$ cat src/rtl/ilen_pkg.sv
package ilen_pkg;

    typedef enum logic [1:0] {
        FLT_NONE  = 2'd0,
        FLT_UNSUP = 2'd1,
        FLT_INV64 = 2'd2,
        FLT_LONG  = 2'd3
    } ilen_fault_e;

    typedef enum logic [1:0] {
        MAP_PRI  = 2'd0,
        MAP_0F   = 2'd1,
        MAP_0F38 = 2'd2,
        MAP_0F3A = 2'd3
    } ilen_map_e;

    typedef enum logic [2:0] {
        ST_PFX, ST_ESC, ST_ESC2, ST_MODRM, ST_SIB, ST_TAIL
    } ilen_state_e;

    // What a byte in opcode position demands next
    typedef enum logic [2:0] {
        LK_LEGACY, LK_REX, LK_ESC, LK_MODRM, LK_IMM, LK_DONE, LK_INV64, LK_UNSUP
    } ilen_kind_e;

    localparam int TAIL_W = 4;

    typedef struct packed {
        ilen_kind_e          kind;
        logic [TAIL_W-1:0]   tail;   // trailing bytes for LK_IMM
    } ilen_class_t;

    function automatic logic is_legacy_pfx(input logic [7:0] b);
        case (b)
            8'h26, 8'h2E, 8'h36, 8'h3E, 8'h64, 8'h65,
            8'h66, 8'h67, 8'hF0, 8'hF2, 8'hF3: return 1'b1;
            default:                           return 1'b0;
        endcase
    endfunction

    // Displacement bytes implied by a mod value and a low 3-bit field
    function automatic logic [TAIL_W-1:0] disp_bytes(input logic [1:0] md,
                                                     input logic [2:0] low3);
        case (md)
            2'b00:   return (low3 == 3'b101) ? TAIL_W'(4) : TAIL_W'(0);
            2'b01:   return TAIL_W'(1);
            2'b10:   return TAIL_W'(4);
            default: return TAIL_W'(0);
        endcase
    endfunction

endpackage

$ cat src/rtl/ilen_lead_class.sv
module ilen_lead_class
    import ilen_pkg::*;
(
    input  logic [7:0]  byte_in,
    input  logic        opsz16,
    input  logic        adsz32,
    output ilen_class_t cls
);
    always_comb begin
        cls.kind = LK_UNSUP;
        cls.tail = '0;
        if (is_legacy_pfx(byte_in)) begin
            cls.kind = LK_LEGACY;
        end else if (byte_in[7:4] == 4'h4) begin
            cls.kind = LK_REX;
        end else if (byte_in == 8'h0F) begin
            cls.kind = LK_ESC;
        end else if (byte_in == 8'h06 || byte_in == 8'h07) begin
            cls.kind = LK_INV64;
        end else if (byte_in[7:6] == 2'b00 && byte_in[2:0] <= 3'd5) begin
            if (!byte_in[2]) begin
                cls.kind = LK_MODRM;
            end else begin
                cls.kind = LK_IMM;
                if (!byte_in[0])
                    cls.tail = TAIL_W'(1);
                else
                    cls.tail = opsz16 ? TAIL_W'(2) : TAIL_W'(4);
            end
        end else if (byte_in[7:2] == 6'b101000) begin
            cls.kind = LK_IMM;
            cls.tail = adsz32 ? TAIL_W'(4) : TAIL_W'(8);
        end
    end
endmodule

$ cat src/rtl/ilen_esc_class.sv
module ilen_esc_class
    import ilen_pkg::*;
(
    input  logic [7:0]  byte_in,
    output ilen_class_t cls
);
    always_comb begin
        cls.kind = LK_MODRM;
        cls.tail = '0;
        if (byte_in == 8'h38 || byte_in == 8'h3A) begin
            cls.kind = LK_ESC;
        end else if (byte_in[7:3] == 5'b00110) begin
            cls.kind = LK_DONE;
        end else if (byte_in[7:4] == 4'h8) begin
            cls.kind = LK_IMM;
            cls.tail = TAIL_W'(4);
        end
    end
endmodule

$ cat src/rtl/ilen_addr_bytes.sv
module ilen_addr_bytes
    import ilen_pkg::*;
(
    input  logic [1:0]        mod_now,
    input  logic [2:0]        low_now,
    input  logic [1:0]        mod_held,
    output logic              need_sib,
    output logic [TAIL_W-1:0] disp_rm,
    output logic [TAIL_W-1:0] disp_sib
);
    always_comb begin
        need_sib = (mod_now != 2'b11) && (low_now == 3'b100);
        disp_rm  = disp_bytes(mod_now, low_now);
        disp_sib = disp_bytes(mod_held, low_now);
    end
endmodule

$ cat src/rtl/insn_len_scan.sv
module insn_len_scan
    import ilen_pkg::*;
#(
    parameter int MAX_LEN = 15,
    localparam int LEN_W  = $clog2(MAX_LEN + 1)
) (
    input  logic             clk,
    input  logic             rst,
    input  logic             in_valid,
    input  logic [7:0]       in_byte,
    output logic             in_ready,
    output logic             insn_start,
    output logic             done,
    output logic [LEN_W-1:0] len,
    output logic [1:0]       map_id,
    output logic [1:0]       fault
);
    ilen_state_e       state_q, state_d;
    logic [LEN_W-1:0]  cnt_q, cnt_d, cur_len;
    logic              opsz_q, opsz_d, adsz_q, adsz_d, rexw_q, rexw_d;
    ilen_map_e         map_q, map_d;
    logic [TAIL_W-1:0] imm_q, imm_d, rem_q, rem_d, tsum;
    logic [1:0]        mod_q, mod_d;
    logic              fin, acc;
    ilen_fault_e       fin_flt;

    logic              done_q;
    logic [LEN_W-1:0]  len_q;
    ilen_map_e         dmap_q;
    ilen_fault_e       flt_q;

    ilen_class_t       lead_cls, esc_cls;
    logic              need_sib;
    logic [TAIL_W-1:0] disp_rm, disp_sib;

    ilen_lead_class u_lead (
        .byte_in (in_byte),
        .opsz16  (opsz_q && !rexw_q),
        .adsz32  (adsz_q),
        .cls     (lead_cls)
    );

    ilen_esc_class u_esc (
        .byte_in (in_byte),
        .cls     (esc_cls)
    );

    ilen_addr_bytes u_addr (
        .mod_now  (in_byte[7:6]),
        .low_now  (in_byte[2:0]),
        .mod_held (mod_q),
        .need_sib (need_sib),
        .disp_rm  (disp_rm),
        .disp_sib (disp_sib)
    );

    assign in_ready   = !rst;
    assign acc        = in_valid && in_ready;
    assign insn_start = in_valid && (state_q == ST_PFX) && (cnt_q == '0);
    assign cur_len    = cnt_q + 1'b1;

    always_comb begin
        state_d = state_q;
        cnt_d   = cur_len;
        opsz_d  = opsz_q;
        adsz_d  = adsz_q;
        rexw_d  = rexw_q;
        map_d   = map_q;
        imm_d   = imm_q;
        rem_d   = rem_q;
        mod_d   = mod_q;
        fin     = 1'b0;
        fin_flt = FLT_NONE;
        tsum    = '0;
        case (state_q)
            ST_PFX: begin
                case (lead_cls.kind)
                    LK_LEGACY: begin
                        if (in_byte == 8'h66) opsz_d = 1'b1;
                        if (in_byte == 8'h67) adsz_d = 1'b1;
                        rexw_d = 1'b0;
                    end
                    LK_REX:   rexw_d = in_byte[3];
                    LK_ESC: begin
                        state_d = ST_ESC;
                        map_d   = MAP_0F;
                    end
                    LK_MODRM: begin
                        state_d = ST_MODRM;
                        imm_d   = '0;
                    end
                    LK_IMM: begin
                        state_d = ST_TAIL;
                        rem_d   = lead_cls.tail;
                    end
                    LK_INV64: begin
                        fin     = 1'b1;
                        fin_flt = FLT_INV64;
                    end
                    default: begin
                        fin     = 1'b1;
                        fin_flt = FLT_UNSUP;
                    end
                endcase
            end
            ST_ESC: begin
                case (esc_cls.kind)
                    LK_ESC: begin
                        state_d = ST_ESC2;
                        map_d   = in_byte[1] ? MAP_0F3A : MAP_0F38;
                        imm_d   = in_byte[1] ? TAIL_W'(1) : TAIL_W'(0);
                    end
                    LK_DONE: fin = 1'b1;
                    LK_IMM: begin
                        state_d = ST_TAIL;
                        rem_d   = esc_cls.tail;
                    end
                    default: begin
                        state_d = ST_MODRM;
                        imm_d   = '0;
                    end
                endcase
            end
            ST_ESC2: state_d = ST_MODRM;
            ST_MODRM: begin
                mod_d = in_byte[7:6];
                if (need_sib) begin
                    state_d = ST_SIB;
                end else begin
                    tsum = disp_rm + imm_q;
                    if (tsum == '0) fin = 1'b1;
                    else begin
                        state_d = ST_TAIL;
                        rem_d   = tsum;
                    end
                end
            end
            ST_SIB: begin
                tsum = disp_sib + imm_q;
                if (tsum == '0) fin = 1'b1;
                else begin
                    state_d = ST_TAIL;
                    rem_d   = tsum;
                end
            end
            default: begin
                rem_d = rem_q - 1'b1;
                if (rem_q == TAIL_W'(1)) fin = 1'b1;
            end
        endcase
        if (!fin && cur_len == LEN_W'(MAX_LEN)) begin
            fin     = 1'b1;
            fin_flt = FLT_LONG;
        end
        if (fin) begin
            state_d = ST_PFX;
            cnt_d   = '0;
            opsz_d  = 1'b0;
            adsz_d  = 1'b0;
            rexw_d  = 1'b0;
            imm_d   = '0;
            rem_d   = '0;
        end
    end

    always_ff @(posedge clk) begin
        if (rst) begin
            state_q <= ST_PFX;
            cnt_q   <= '0;
            opsz_q  <= 1'b0;
            adsz_q  <= 1'b0;
            rexw_q  <= 1'b0;
            map_q   <= MAP_PRI;
            imm_q   <= '0;
            rem_q   <= '0;
            mod_q   <= '0;
            done_q  <= 1'b0;
            len_q   <= '0;
            dmap_q  <= MAP_PRI;
            flt_q   <= FLT_NONE;
        end else begin
            done_q <= acc && fin;
            if (acc) begin
                state_q <= state_d;
                cnt_q   <= cnt_d;
                opsz_q  <= opsz_d;
                adsz_q  <= adsz_d;
                rexw_q  <= rexw_d;
                imm_q   <= imm_d;
                rem_q   <= rem_d;
                mod_q   <= mod_d;
                map_q   <= fin ? MAP_PRI : map_d;
                if (fin) begin
                    len_q  <= cur_len;
                    dmap_q <= map_q;
                    flt_q  <= fin_flt;
                end
            end
        end
    end

    assign done   = done_q;
    assign len    = len_q;
    assign map_id = dmap_q;
    assign fault  = flt_q;

    // mid-instruction states always have bytes behind them
    assert_mid_count_R1: assert property (@(posedge clk) disable iff (rst)
        state_q != ST_PFX |-> cnt_q != '0);

    // a length-limit report carries the full limit
    assert_long_len_R2: assert property (@(posedge clk) disable iff (rst)
        (done_q && flt_q == FLT_LONG) |-> len_q == LEN_W'(MAX_LEN));

    // invalid-in-64-bit opcodes come only from the primary map
    assert_inv64_map_R6: assert property (@(posedge clk) disable iff (rst)
        (done_q && flt_q == FLT_INV64) |-> dmap_q == MAP_PRI);

    // pending trailing bytes stay within displacement+immediate reach
    assert_tail_range_R8: assert property (@(posedge clk) disable iff (rst)
        state_q == ST_TAIL |-> (rem_q != '0 && rem_q <= TAIL_W'(8)));

    // a clean three-byte-map instruction spans at least four bytes
    assert_esc_len_R12: assert property (@(posedge clk) disable iff (rst)
        (done_q && flt_q == FLT_NONE && dmap_q[1]) |-> len_q >= LEN_W'(4));

    // an idle beat never produces a report
    assert_idle_quiet_R13: assert property (@(posedge clk) disable iff (rst)
        !in_valid |=> !done_q);

endmodule

$ cat config.mk
export PLATFORM = sky130hd
export DESIGN_NAME = insn_len_scan
export DESIGN_NICKNAME = d
export VERILOG_FILES = /design/src/rtl/ilen_pkg.sv /design/src/rtl/ilen_lead_class.sv /design/src/rtl/ilen_esc_class.sv /design/src/rtl/ilen_addr_bytes.sv /design/src/rtl/insn_len_scan.sv
export SDC_FILE = /design/constraint.sdc
export NUM_CORES = 1
export LEC_CHECK = 0
export BUFFER_PORTS_ARGS = -buffer_cell sky130_fd_sc_hd__buf_2
export CAP_MARGIN = 20
export CORE_MARGIN = 4
export CORE_UTILIZATION = 45
export DETAILED_ROUTE_END_ITERATION = 8
export HOLD_SLACK_MARGIN = 0.1
export PLACE_DENSITY = 0.7
export SYNTH_ARGS = -nofsm -noshare
export SYNTH_HDL_FRONTEND = slang
export SYNTH_SLANG_ARGS = --single-unit
$ cat constraint.sdc
create_clock -name clk -period 3.8 [get_ports clk]
set_clock_uncertainty 0.2 [all_clocks]
set_input_delay 0.57 -clock clk [delete_from_list [all_inputs] [get_ports clk]]
set_output_delay 0.57 -clock clk [all_outputs]
set_load 0.005 [all_outputs]
==> results of run 1 <==
## cell families (layout without fill, tap and decap cells)
kind of cell | Yosys count | in the layout | synth area share (%)
AO/OA/AOI/OAI | 88 | 88 | 30.5
XOR/XNOR | 3 | 3 | 1.25
adder cells (fa/ha/maj) | 9 | 9 | 5.36
buffers and inverters | 36 | 43 | 7.38
flip-flops | 28 | 28 | 26.7
multiplexers | 3 | 3 | 1.43
AND/OR/NAND/NOR | 113 | 113 | 27.4
## sequential cells by signal, indices dropped and copies added (netlist names)
| name | flops |
|---|---|
| adsz_q | 1 |
| cnt_q | 4 |
| done | 1 |
| fault | 2 |
| imm_q | 1 |
| len | 4 |
| map_id | 2 |
| map_q | 2 |
| mod_q | 2 |
| opsz_q | 1 |
| rem_q | 4 |
| rexw_q | 1 |
| state_q | 3 |
## area by class of cell
type	count	area (um^2)
Multi-Input combinational cell	216	1390
Clock buffer	3	41.3
Tap cell	52	65.1
Inverter	17	63.8
Clock inverter	1	30.0
Fill cell	442	2180
Sequential cell	28	561
Timing Repair Buffer	22	113
## critical path: cells and delay by family, from the launching register on
kind            cells  cell delay (ps)
fa+ha+maj           1              220
buf+inv             1               80
flops               1              420
compound gates      6             1670
simple gates        1              180
## placed cells by master (no fill, tap or decap), types with 4 or more instances in the layout
master    netlist  layout
a21oi_1        17      17
inv_1          17      17
o32ai_1         4       4
and2_1          4       4
nor2b_1         5       5
nand3_1        15      15
a31oi_1         5       5
ha_1            9       9
nor2_1         24      24
nand2b_1        6       6
o21ai_0        22      22
nand2_1        27      27
buf_2           4      21
a211oi_1        5       5
dfxtp_1        28      28
nor3_1         12      12
## power breakdown
group	internal [mW]	total [mW]	leakage (nW)	switching, mW
clock	0.141	0.240	0.0357	0.0985
combinational	0.0574	0.158	0.621	0.101
sequential	0.304	0.314	0.227	0.0105
## cell usage after synthesis, types with 3 or more instances
| library cell | n |
|---|---|
| dfxtp_1 | 28 |
| nand2_1 | 27 |
| nor2_1 | 24 |
| o21ai_0 | 22 |
| a21oi_1 | 17 |
| inv_1 | 17 |
| nand3_1 | 15 |
| clkbuf_1 | 12 |
| nor3_1 | 12 |
| ha_1 | 9 |
| nand2b_1 | 6 |
| a211oi_1 | 5 |
| a31oi_1 | 5 |
| nor2b_1 | 5 |
| and2_1 | 4 |
| buf_2 | 4 |
| o32ai_1 | 4 |
| a2111oi_0 | 3 |
| a22o_1 | 3 |
| mux2i_1 | 3 |
| o2bb2ai_1 | 3 |
| or3_1 | 3 |
## path summary, 6_finish.rpt
kind / from / end / slack (ps) / cells after the start
max: imm_q[0]$_SDFFE_PP0P_ / state_q[2]$_SDFFE_PP0P_ / 910 / 9
min: map_q[0]$_SDFFE_PP0P_ / map_id[0]$_SDFFE_PP0P_ / 270 / 2
max reg2reg: imm_q[0]$_SDFFE_PP0P_ / state_q[2]$_SDFFE_PP0P_ / 910 / 9
min reg2reg: map_q[0]$_SDFFE_PP0P_ / map_id[0]$_SDFFE_PP0P_ / 270 / 2
## layer usage
metal | vias up | track usage (%) | wire, um
li1 | 1053 | - | -
met1 | 980 | 27.9 | 2660
met2 | 59 | 28.6 | 2420
met3 | 7 | 2.25 | 276
met4 | 0 | 4.53 | 71
met5 | - | 0 | 0
## per-stage QoR
stage | hold slack (ps) | utilization (%)
2_1_floorplan | 240 | -
3_3_place_gp | 261 | 49.2
3_5_place_dp | 260 | 49.2
4_1_cts | 275 | 50.8
5_1_grt | 305 | 50.8
6_report | 272 | 50.8
==> results.toml, run 1 <==
[synth]
synthCells = 280
seq_area_frac_synth_pct = 26.7
synthFlopType = "dfxtp_1"
syn-cell-area_um2 = 2100
synth_cell_types = 59
synthArstFlopShare_pct = 0
yosysWarnings = 0
avgSynthCellArea_um2 = 7.51
synth_nets = 300
synth_top_cell_by_area = "dfxtp_1"
synth_top_area_share_pct = 26.7
synth_edf_count = 0
yosys-top-cells-area = "dfxtp_1 27%, ha_1 5.4%, o21ai_0 5.2%"
ys_ff_latch = 28

[sta]
setup_violations = 0
maxSlewHeadroom_pct = 54.6
setup_ws_ps = 910
rsz0062_at_grt = "no"
setup-tns-final_ps = 0
final.min_clock_period_ps = 2890
hold_violations = 0
slew_violations = 0
fmax_ghz = 0.346
fin_crit_sh_pct = 76.1
worst-slew-pin-transition_ps = 671

[critical_path]
endpoint_kind = "register"
worstSetupPathType = "reg2reg"
crit_arrival_ps = 2860
path_cells = "inv_1, ha_1, a211oi_1, o32ai_1, a41oi_1, o221ai_4, a21oi_2, nor2_1, a2111oi_0"
slowest_delay_ps = 420
cp.required_ps = 3770
start_kind = "register"
crit_fanout = 8
slowest_stage = "dfxtp_1"

[clock_network]
clk_pin_slew_worst_paths_ps = 100
cts-buffers-inserted = 3
cts_tree = "built"
postCtsHoldBufs = 0
htree_num_levels = 1
root_buffer = "clkbuf_8"
cts_max_path_buffers = 2
worst_skew_pair.late_latency_ps = 280
clock_sinks = 28
post_cts_buffers = 0
cts_resized = 0

[power]
p_total_mw = 0.712
powerDensity_nw_per_um2 = 315
peakVddDrop_uv = 231
p_leak_nw = 0.884

[routing]
viasPerCell = 6.19
antenna_left = 0
drtIter0Drc = 155
drt-total-wl_mm = 5.43
wire_per_inst_um = 16.0
vias = 2099
drtPass1Iterations = 5
drc = 0

[global_route]
antenna_found_initial = 0
gr-total-overflow = 0
track_usage_pct = 18.7
grt_pass1_wl_mm = 9.16
grt_max_degree = 23
grt_pass1_vias = 1846

[floorplanning]
die_h_um = 76.3
initial_core_util_pct = 47.3
rows = 24
design.core.area_um2 = 4440
die_x_um = 76.3
die-area_um2 = 5830
io_pins = 22

[placement]
dpl_cell_area_um2 = 2190
placedCellCount = 335
gp_congestion = 0.923
place_ws_ps = 736
hpwl_mm = 3.96
io_buffers = 21

[job]
cap_violations = 0

[outcome]
status = "complete, no violations"

[cells_and_area]
drive_gt1_share_pct = 12.2
finalInstanceArea_um2 = 2260
syn2layout_area_growth_pct = 7.50
antenna_cells = 0
nNetsFinal = 308
layout.cells.non_filler = 339

[min_path]
hold_path_class = "reg2reg"
Power figures use the tool's default switching activity.
==> run 2, diff against run 1 <==
Clock period 3.8 ns to 3 ns, I/O delays scaled along.
==> run 2 against run 1 <==
Design area up 3.0%; register-to-register slack got worse by 590 ps; non-clock buffer count increased by 9; critical path depth decreased by 2; worst hold slack better by 7.1 ps; critical path type unchanged; largest power group unchanged; highest routed layer unchanged.
==> results.toml, run 2 (synthesis results as in run 1) <==
[floorplanning]
initial_core_util_pct = 47.3
die-area_um2 = 5830
die_h_um = 76.3
io_pins = 22
die_x_um = 76.3
design.core.area_um2 = 4440
rows = 24

[power]
powerDensity_nw_per_um2 = 394
p_leak_nw = 0.928
peakVddDrop_uv = 251

[placement]
gp_congestion = 0.900
io_buffers = 21
hpwl_mm = 4.09
dpl_cell_area_um2 = 2260

[clock_network]
htree_num_levels = 1
cts_tree = "built"
clk_pin_slew_worst_paths_ps = 110
clock_sinks = 28
worst_skew_pair.late_latency_ps = 280
root_buffer = "clkbuf_8"
cts-buffers-inserted = 3
cts_max_path_buffers = 2

[routing]
drtPass1Iterations = 5
drtIter0Drc = 230
drt-total-wl_mm = 5.56
viasPerCell = 6.30
antenna_left = 0
wire_per_inst_um = 16.0
drc = 0
vias = 2192

[global_route]
grt_max_degree = 23
antenna_found_initial = 0
track_usage_pct = 18.6
grt_pass1_vias = 1880
grt_pass1_wl_mm = 9.15
gr-total-overflow = 0

[critical_path]
crit_end = "map_q[1]$_SDFFE_PP0P_"
start_kind = "register"
crit_fanout = 16
endpoint_kind = "register"
cp.required_ps = 2980
crit_arrival_ps = 2660
rrSetupSlack_ps = 320
worstSetupPathType = "reg2reg"
slowest_delay_ps = 490
cp-startpoint = "state_q[2]$_SDFFE_PP0P_"
timing.rr.end = "map_q[1]$_SDFFE_PP0P_"
slowest_stage = "dfxtp_1"
path_cells = "nor3_1, nand2_1, a311o_4, o221ai_4, a21o_1, o21ai_0, o221a_2"
reg2reg_depth = 7
r2r_start = "state_q[2]$_SDFFE_PP0P_"

[sta]
final.min_clock_period_ps = 2680
setup-tns-final_ps = 0
fin_crit_sh_pct = 89.3
maxSlewHeadroom_pct = 61.4
hold_violations = 0
setup_violations = 0
worst-slew-pin-transition_ps = 575
rsz0062_at_grt = "no"
slew_violations = 0
fmax_ghz = 0.373

[cells_and_area]
nNetsFinal = 317
n_fill_cell = 444
finalInstanceArea_um2 = 2330
mostFrequentLayoutCells = "28 x dfxtp_1, 27 x nand2_1, 24 x nor2_1"
syn2layout_area_growth_pct = 10.8
drive_gt1_share_pct = 14.9
antenna_cells = 0
layout_commonest_cell = "dfxtp_1"

[job]
cap_violations = 0

[outcome]
status = "complete, no violations"

[min_path]
hold_path_class = "reg2reg"
[run 2: cell types whose count changed in the layout (fill, tap and decap cells not counted)]
cell       change
a2111oi_1      +1
a2111oi_0      -1
buf_4          +9
[run 2: stage by stage]
step / cells / hold slack (ps) / power [mW] / setup slack (ps) / util (%)
global route: 348 / 295 / 0.966 / 42.6 / 52.4
finish: 348 / 279 / 0.918 / 321 / 52.4
CTS: 348 / 278 / 0.923 / 341 / 52.4
floorplan: 280 / 240 / 0.552 / 218 / -
detailed placement: 344 / 266 / 0.613 / 133 / 50.8
global placement: 344 / 261 / 0.613 / 202 / 50.8
[run 2: power by group]
group          internal [mW]  switching, mW  total (mW)
registers              0.385         0.0121       0.397
logic                 0.0811          0.130       0.211
clock network          0.179          0.131       0.310
total                  0.645          0.273       0.918
[run 2: final cells by class]
cell class | count | area (um^2) | share of cell area, %
Inverter | 17 | 63.8 | 2.74
Clock inverter | 1 | 30.0 | 1.29
Sequential cell | 28 | 561 | 24.1
Timing Repair Buffer | 31 | 180 | 7.74
Multi-Input combinational cell | 216 | 1390 | 59.6
Tap cell | 52 | 65.1 | 2.79
Clock buffer | 3 | 41.3 | 1.77
[run 2: worst min path at each step]
| stage | start | end | slack (ps) | cells after the start |
|---|---|---|---|---|
| 3_3_place_gp | len[1]$_SDFFE_PP0P_ | len[1]$_SDFFE_PP0P_ | 260 | 2 |
| 3_5_place_dp | len[0]$_SDFFE_PP0P_ | len[0]$_SDFFE_PP0P_ | 270 | 2 |
| 4_1_cts | map_q[0]$_SDFFE_PP0P_ | map_id[0]$_SDFFE_PP0P_ | 280 | 2 |
| 2_1_floorplan | map_q[0]$_SDFFE_PP0P_ | map_id[0]$_SDFFE_PP0P_ | 240 | 2 |
| 5_1_grt | len[1]$_SDFFE_PP0P_ | len[1]$_SDFFE_PP0P_ | 290 | 2 |
| 6_report | map_q[0]$_SDFFE_PP0P_ | map_id[0]$_SDFFE_PP0P_ | 280 | 2 |
[run 2: worst max-delay path, delay by kind of cell, from the launching register on]
| family | cells | cell delay (ps) |
|---|---|---|
| and+or+nand+nor | 2 | 420 |
| AOI/OAI and AO/OA | 5 | 1460 |
| DFF | 1 | 490 |
[run 2: metal layers]
metal	share of wire (%)	vias to the layer above	track usage [%]	wire [um]
li1	-	1064	-	-
met1	46	1022	27.7	2550
met2	46	100	28.4	2540
met3	7.8	6	2.48	435
met4	0.52	0	3.99	29
met5	0	-	0	0
[run 2: repair_timing]
item,4_1_cts,5_1_grt
endpoints found under the setup margin,0,1
hold endpoints to repair,0,0
hold buffers,0,0
buffers inserted,0,0
resized for setup,0,1
